File: src/rtl/seg_addr_pkg.sv
package seg_addr_pkg;
  localparam int SEG_W  = 16;
  localparam int OFF_W  = 16;
  localparam int SHIFT  = 4;
  localparam int ADDR_W = 20;
  localparam int NSEG   = 4;
  localparam int SEL_W  = $clog2(NSEG);

  typedef enum logic [1:0] {
    SEG_EXTRA = 2'b00,
    SEG_CODE  = 2'b01,
    SEG_STACK = 2'b10,
    SEG_DATA  = 2'b11
  } seg_sel_e;
endpackage

File: src/rtl/seg_regfile.sv
module seg_regfile #(
  parameter int NUM   = 4,
  parameter int SEG_W = 16,
  localparam int SEL_W = $clog2(NUM)
) (
  input  logic             clk,
  input  logic             rst,
  input  logic             wr_en,
  input  logic [SEL_W-1:0] wr_idx,
  input  logic [SEG_W-1:0] wr_data,
  input  logic [SEL_W-1:0] rd_idx,
  output logic [SEG_W-1:0] rd_data
);
  logic [SEG_W-1:0] seg_q [NUM];

  for (genvar g = 0; g < NUM; g++) begin : g_seg
    always_ff @(posedge clk) begin
      if (rst)
        seg_q[g] <= '0;
      else if (wr_en && (wr_idx == SEL_W'(g)))
        seg_q[g] <= wr_data;
    end
  end

  assign rd_data = seg_q[rd_idx];
endmodule

File: src/rtl/seg_offset_add.sv
module seg_offset_add #(
  parameter int SEG_W  = 16,
  parameter int OFF_W  = 16,
  parameter int SHIFT  = 4,
  parameter int ADDR_W = 20,
  localparam int BASE_W = SEG_W + SHIFT,
  localparam int SUM_W  = ((BASE_W > OFF_W) ? BASE_W : OFF_W) + 1
) (
  input  logic [SEG_W-1:0]  seg,
  input  logic [OFF_W-1:0]  off,
  output logic [ADDR_W-1:0] addr
);
  logic [BASE_W-1:0] base;
  logic [SUM_W-1:0]  sum;

  assign base = {seg, {SHIFT{1'b0}}};
  assign sum  = SUM_W'(base) + SUM_W'(off);
  assign addr = sum[ADDR_W-1:0];
endmodule

File: src/rtl/seg_addr_gen.sv
module seg_addr_gen #(
  parameter int SEG_W  = seg_addr_pkg::SEG_W,
  parameter int OFF_W  = seg_addr_pkg::OFF_W,
  parameter int SHIFT  = seg_addr_pkg::SHIFT,
  parameter int ADDR_W = seg_addr_pkg::ADDR_W,
  parameter int NSEG   = seg_addr_pkg::NSEG,
  localparam int SEL_W = $clog2(NSEG)
) (
  input  logic              clk,
  input  logic              rst,
  input  logic              wr_en,
  input  logic [SEL_W-1:0]  wr_sel,
  input  logic [SEG_W-1:0]  wr_data,
  input  logic              req_valid,
  input  logic [SEL_W-1:0]  req_sel,
  input  logic [OFF_W-1:0]  req_off,
  output logic              out_valid,
  output logic [ADDR_W-1:0] out_addr
);
  logic [SEG_W-1:0]  seg_val;
  logic [ADDR_W-1:0] addr_d;

  seg_regfile #(.NUM(NSEG), .SEG_W(SEG_W)) u_regs (
    .clk     (clk),
    .rst     (rst),
    .wr_en   (wr_en),
    .wr_idx  (wr_sel),
    .wr_data (wr_data),
    .rd_idx  (req_sel),
    .rd_data (seg_val)
  );

  seg_offset_add #(.SEG_W(SEG_W), .OFF_W(OFF_W), .SHIFT(SHIFT), .ADDR_W(ADDR_W)) u_add (
    .seg  (seg_val),
    .off  (req_off),
    .addr (addr_d)
  );

  always_ff @(posedge clk) begin
    if (rst) begin
      out_valid <= 1'b0;
      out_addr  <= '0;
    end else begin
      out_valid <= req_valid;
      if (req_valid) out_addr <= addr_d;
    end
  end
endmodule

File: config.mk
export PLATFORM = sky130hd
export DESIGN_NAME = seg_addr_gen
export DESIGN_NICKNAME = d
export VERILOG_FILES = /design/src/rtl/seg_addr_pkg.sv /design/src/rtl/seg_regfile.sv /design/src/rtl/seg_offset_add.sv /design/src/rtl/seg_addr_gen.sv
export SDC_FILE = /design/constraint.sdc
export NUM_CORES = 1
export LEC_CHECK = 0
export ABC_CLOCK_PERIOD_IN_PS = 2700
export BUFFER_PORTS_ARGS = -buffer_cell sky130_fd_sc_hd__buf_2
export CELL_PAD_IN_SITES_DETAIL_PLACEMENT = 1
export CELL_PAD_IN_SITES_GLOBAL_PLACEMENT = 1
export CORE_ASPECT_RATIO = 0.75
export CORE_MARGIN = 8
export CORE_UTILIZATION = 42
export DETAILED_ROUTE_END_ITERATION = 7
export PLACE_DENSITY_LB_ADDON = 0.1
export RECOVER_POWER = 25
export SYNTH_ARGS = -nofsm -noshare
export SYNTH_HDL_FRONTEND = slang
export SYNTH_HIERARCHICAL = 1
export SYNTH_SLANG_ARGS = --single-unit
export TNS_END_PERCENT = 50
File: constraint.sdc
create_clock -name clk -period 2.7 [get_ports clk]
set_clock_uncertainty 0.05 [all_clocks]
set_input_delay 0.135 -clock clk [delete_from_list [all_inputs] [get_ports clk]]
set_output_delay 0.135 -clock clk [all_outputs]
set_load 0.01 [all_outputs]
==> impl_metrics.yaml <==
yosys:
  synth-edff-count: 64
  syn_area_um2: 4395
  ys_seq_area_share_pct: 53.29
  synth.most_common_cell: "nor2_1"
  synth_seq_cells: 85
  synth_flop_cell: "edfxtp_1"
  synth_top_cell_by_area: "edfxtp_1"
  synth_top_area_share_pct: 43.72
  yosysUniqueCellTypes: 46
  synth.area.top_cells: "edfxtp_1 44%, dfxtp_1 9.6%, nor2_1 7.7%"
  yosys_warnings: 6
  netlist_instances: 359
  async_flop_share_pct: 0
  syn_nets: 412
  synthTopCellsByCount: "90 x nor2_1, 64 x edfxtp_1, 21 x dfxtp_1"
  avgSynthCellArea_um2: 12.24
cells_and_area:
  drive_gt1_share_pct: 31.93
  area_growth_pct: 23.00
  final-seq-area_um2: 2342
  nNetsFinal: 499
  fillerInstances: 1088
  fin_util_pct: 52.75
  antennaDiodeCount: 0
  multi_input_area_um2: 1887
global_routing:
  grt_pass1_vias: 3436
  grt.overflow.total: 0
  grt_pass1_wl_um: 17730
  use_met1_pct: 19.13
  grt_max_degree: 26
  top_usage_layer: "met2"
  grt_util_met2_pct: 27.50
  met3_usage_pct: 4.306
  antenna_found_initial: 0
  grtUsageTotal_pct: 15.98
timing:
  setup_viol_count_final: 0
  fin_crit_ns: 2.635
  worst_pin_slew_ns: 0.6175
  hold_viol_final: 0
  tns_ns: 0
  rsz0062_at_grt: "true"
  min_period_over_period_pct: 97.59
  slew_viol_final: 0
  clock.fmax_mhz: 379.5
  relSlewSlack_pct: 58.83
worst_setup_path:
  crit_required_ns: 2.88
  worstPathMaxFanout: 7
  rr_endpoint: "out_addr[16]"
  reg2reg_slack_ns: 0.06
  r2r_start: "u_regs/seg_q[3][0]"
  endpoint_kind: "flip-flop"
  critPathArrivalTime_ns: 2.82
  reg2reg_depth: 10
  critical_path_class: "reg2reg"
  crit_path_start_kind: "flip-flop"
die:
  ioPinCount: 61
  fp.dieH_um: 104.6
  initial_utilization_pct: 42.88
  dieWidth_um: 134.1
  row_count: 32
  core-area_um2: 10250
  die_area_um2: 14030
clock_tree:
  cts.sinks: 85
  cts_made_buffers: 9
  cts_tree: "yes"
  clkSlewWorstSetupHoldPaths_ns: 0.06
  cts_buffer_depth: 2
  root_buffer: "clkbuf_16"
  clk_latency_ns: 0.34
  htreeDepth: 3
flow_run:
  maxCapViolCount: 0
power_and_ir_drop:
  power.density_nw_per_um2: 689.1
  irDropWorstVdd_uv: 361.0
  p_leak_nw: 2.175
routing:
  num_vias: 3105
  vias_per_cell: 5.290
  drt_iter0_markers: 123
  drtAntennaViolNets: 0
  post_drt_wl_per_cell_um: 18.82
  drcViolationCount: 0
  wl_um: 11050
  first_pass_iters: 4
worst_hold_path:
  hold_depth: 4
  hold_path_class: "in2reg"
  hp-start: "req_off[4]"
  hold_path_end: "out_addr[4]"
place:
  place.gp.congestion: 0.7274
  dp_hpwl_um: 7831
  io_buffers: 60
status:
  outcome: "finished clean"
[flip-flops by register name, summed over array words and instances, names as in the netlist]
name / cells
u_regs/seg_q: 64
out_valid: 1
out_addr: 20
[logic make-up after synthesis]
kind of cell / share of synthesized area (%)
AND/OR/NAND/NOR: 15.26
flip-flops: 53.29
AO/OA/AOI/OAI: 7.402
multiplexers: 13.27
buffers and inverters: 5.124
adder cells (fa/ha/maj): 3.871
XOR/XNOR: 1.793
[what timing repair did]
item / CTS / global route
setup buffers: 1 / 2
pin swaps: 5 / 3
hold buffers: 4 / 0
endpoints found under the hold margin: 4 / 0
setup endpoints to repair: 6 / 8
resized for setup: 7 / 10
[area by class of cell]
type | instances | share of cell area (%)
timing repair buffer | 103 | 12.24
clock inverter | 6 | 1.736
clock buffer | 10 | 4.235
multi-input combinational | 241 | 34.90
sequential | 85 | 43.32
tap | 136 | 3.147
inverter | 6 | 0.4166
[metal layers]
layer / up-vias / part of all wire (%)
li1: 1489 / -
met1: 1540 / 45
met2: 63 / 49
met3: 13 / 4.5
met4: 0 / 1.3
met5: - / 0
[worst max-delay path: stages (launching register included)]
cell      delay, ns
edfxtp_1       0.37
mux4_2         0.52
ha_4           0.19
fa_2           0.34
a21o_1         0.20
a221oi_4       0.23
buf_6          0.16
o2111a_1       0.22
nor3_2         0.06
mux2i_1        0.14
nor2_1         0.05
[metrics by stage]
step | hold WS (ns) | worst slack (ns) | instances | power (mW) | instance area (µm²)
finish | 0.1370 | 0.06499 | 587 | 3.725 | 5406
global route | 0.1646 | -0.05255 | 587 | 3.879 | 5406
CTS | 0.1447 | -0.01076 | 585 | 3.739 | 5348
detailed placement | 0.3357 | -0.1387 | 564 | 2.345 | 4959
global placement | 0.3207 | -0.05973 | 564 | 2.312 | 4959
floorplan | 0.1566 | 0.03133 | 359 | 2.067 | 4395
[power by group]
| part | total, mW | switching, mW | internal (mW) |
|---|---|---|---|
| combinational | 0.801 | 0.418 | 0.383 |
| clock | 1.36 | 0.538 | 0.823 |
| sequential | 1.56 | 0.0437 | 1.52 |
| total | 3.73 | 0.999 | 2.73 |
[worst max-delay path by stage]
| stage | from | cells past startpoint | slack [ns] | to |
|---|---|---|---|---|
| after floorplan | u_regs/seg_q[1][0] | 9 | 0.03 | out_addr[14] |
| after global placement | req_sel[0] | 11 | -0.06 | out_addr[19] |
| after detailed placement | u_regs/seg_q[1][0] | 9 | -0.14 | out_addr[14] |
| after CTS | u_regs/seg_q[3][0] | 9 | -0.01 | out_addr[16] |
| after global routing | u_regs/seg_q[2][0] | 10 | -0.05 | out_addr[16] |
| final | u_regs/seg_q[3][0] | 10 | 0.06 | out_addr[16] |
[cells in the final DEF, fill, tap and decap left out, types with 10 or more instances in the layout]
cell type   n
nor2_1     90
dfxtp_1    21
buf_4      36
edfxtp_1   64
buf_2      60
mux4_2     14
a21oi_1    10
mux2i_1    20
nand3b_1   17
Note: power is estimated with default switching activity, not from simulation.
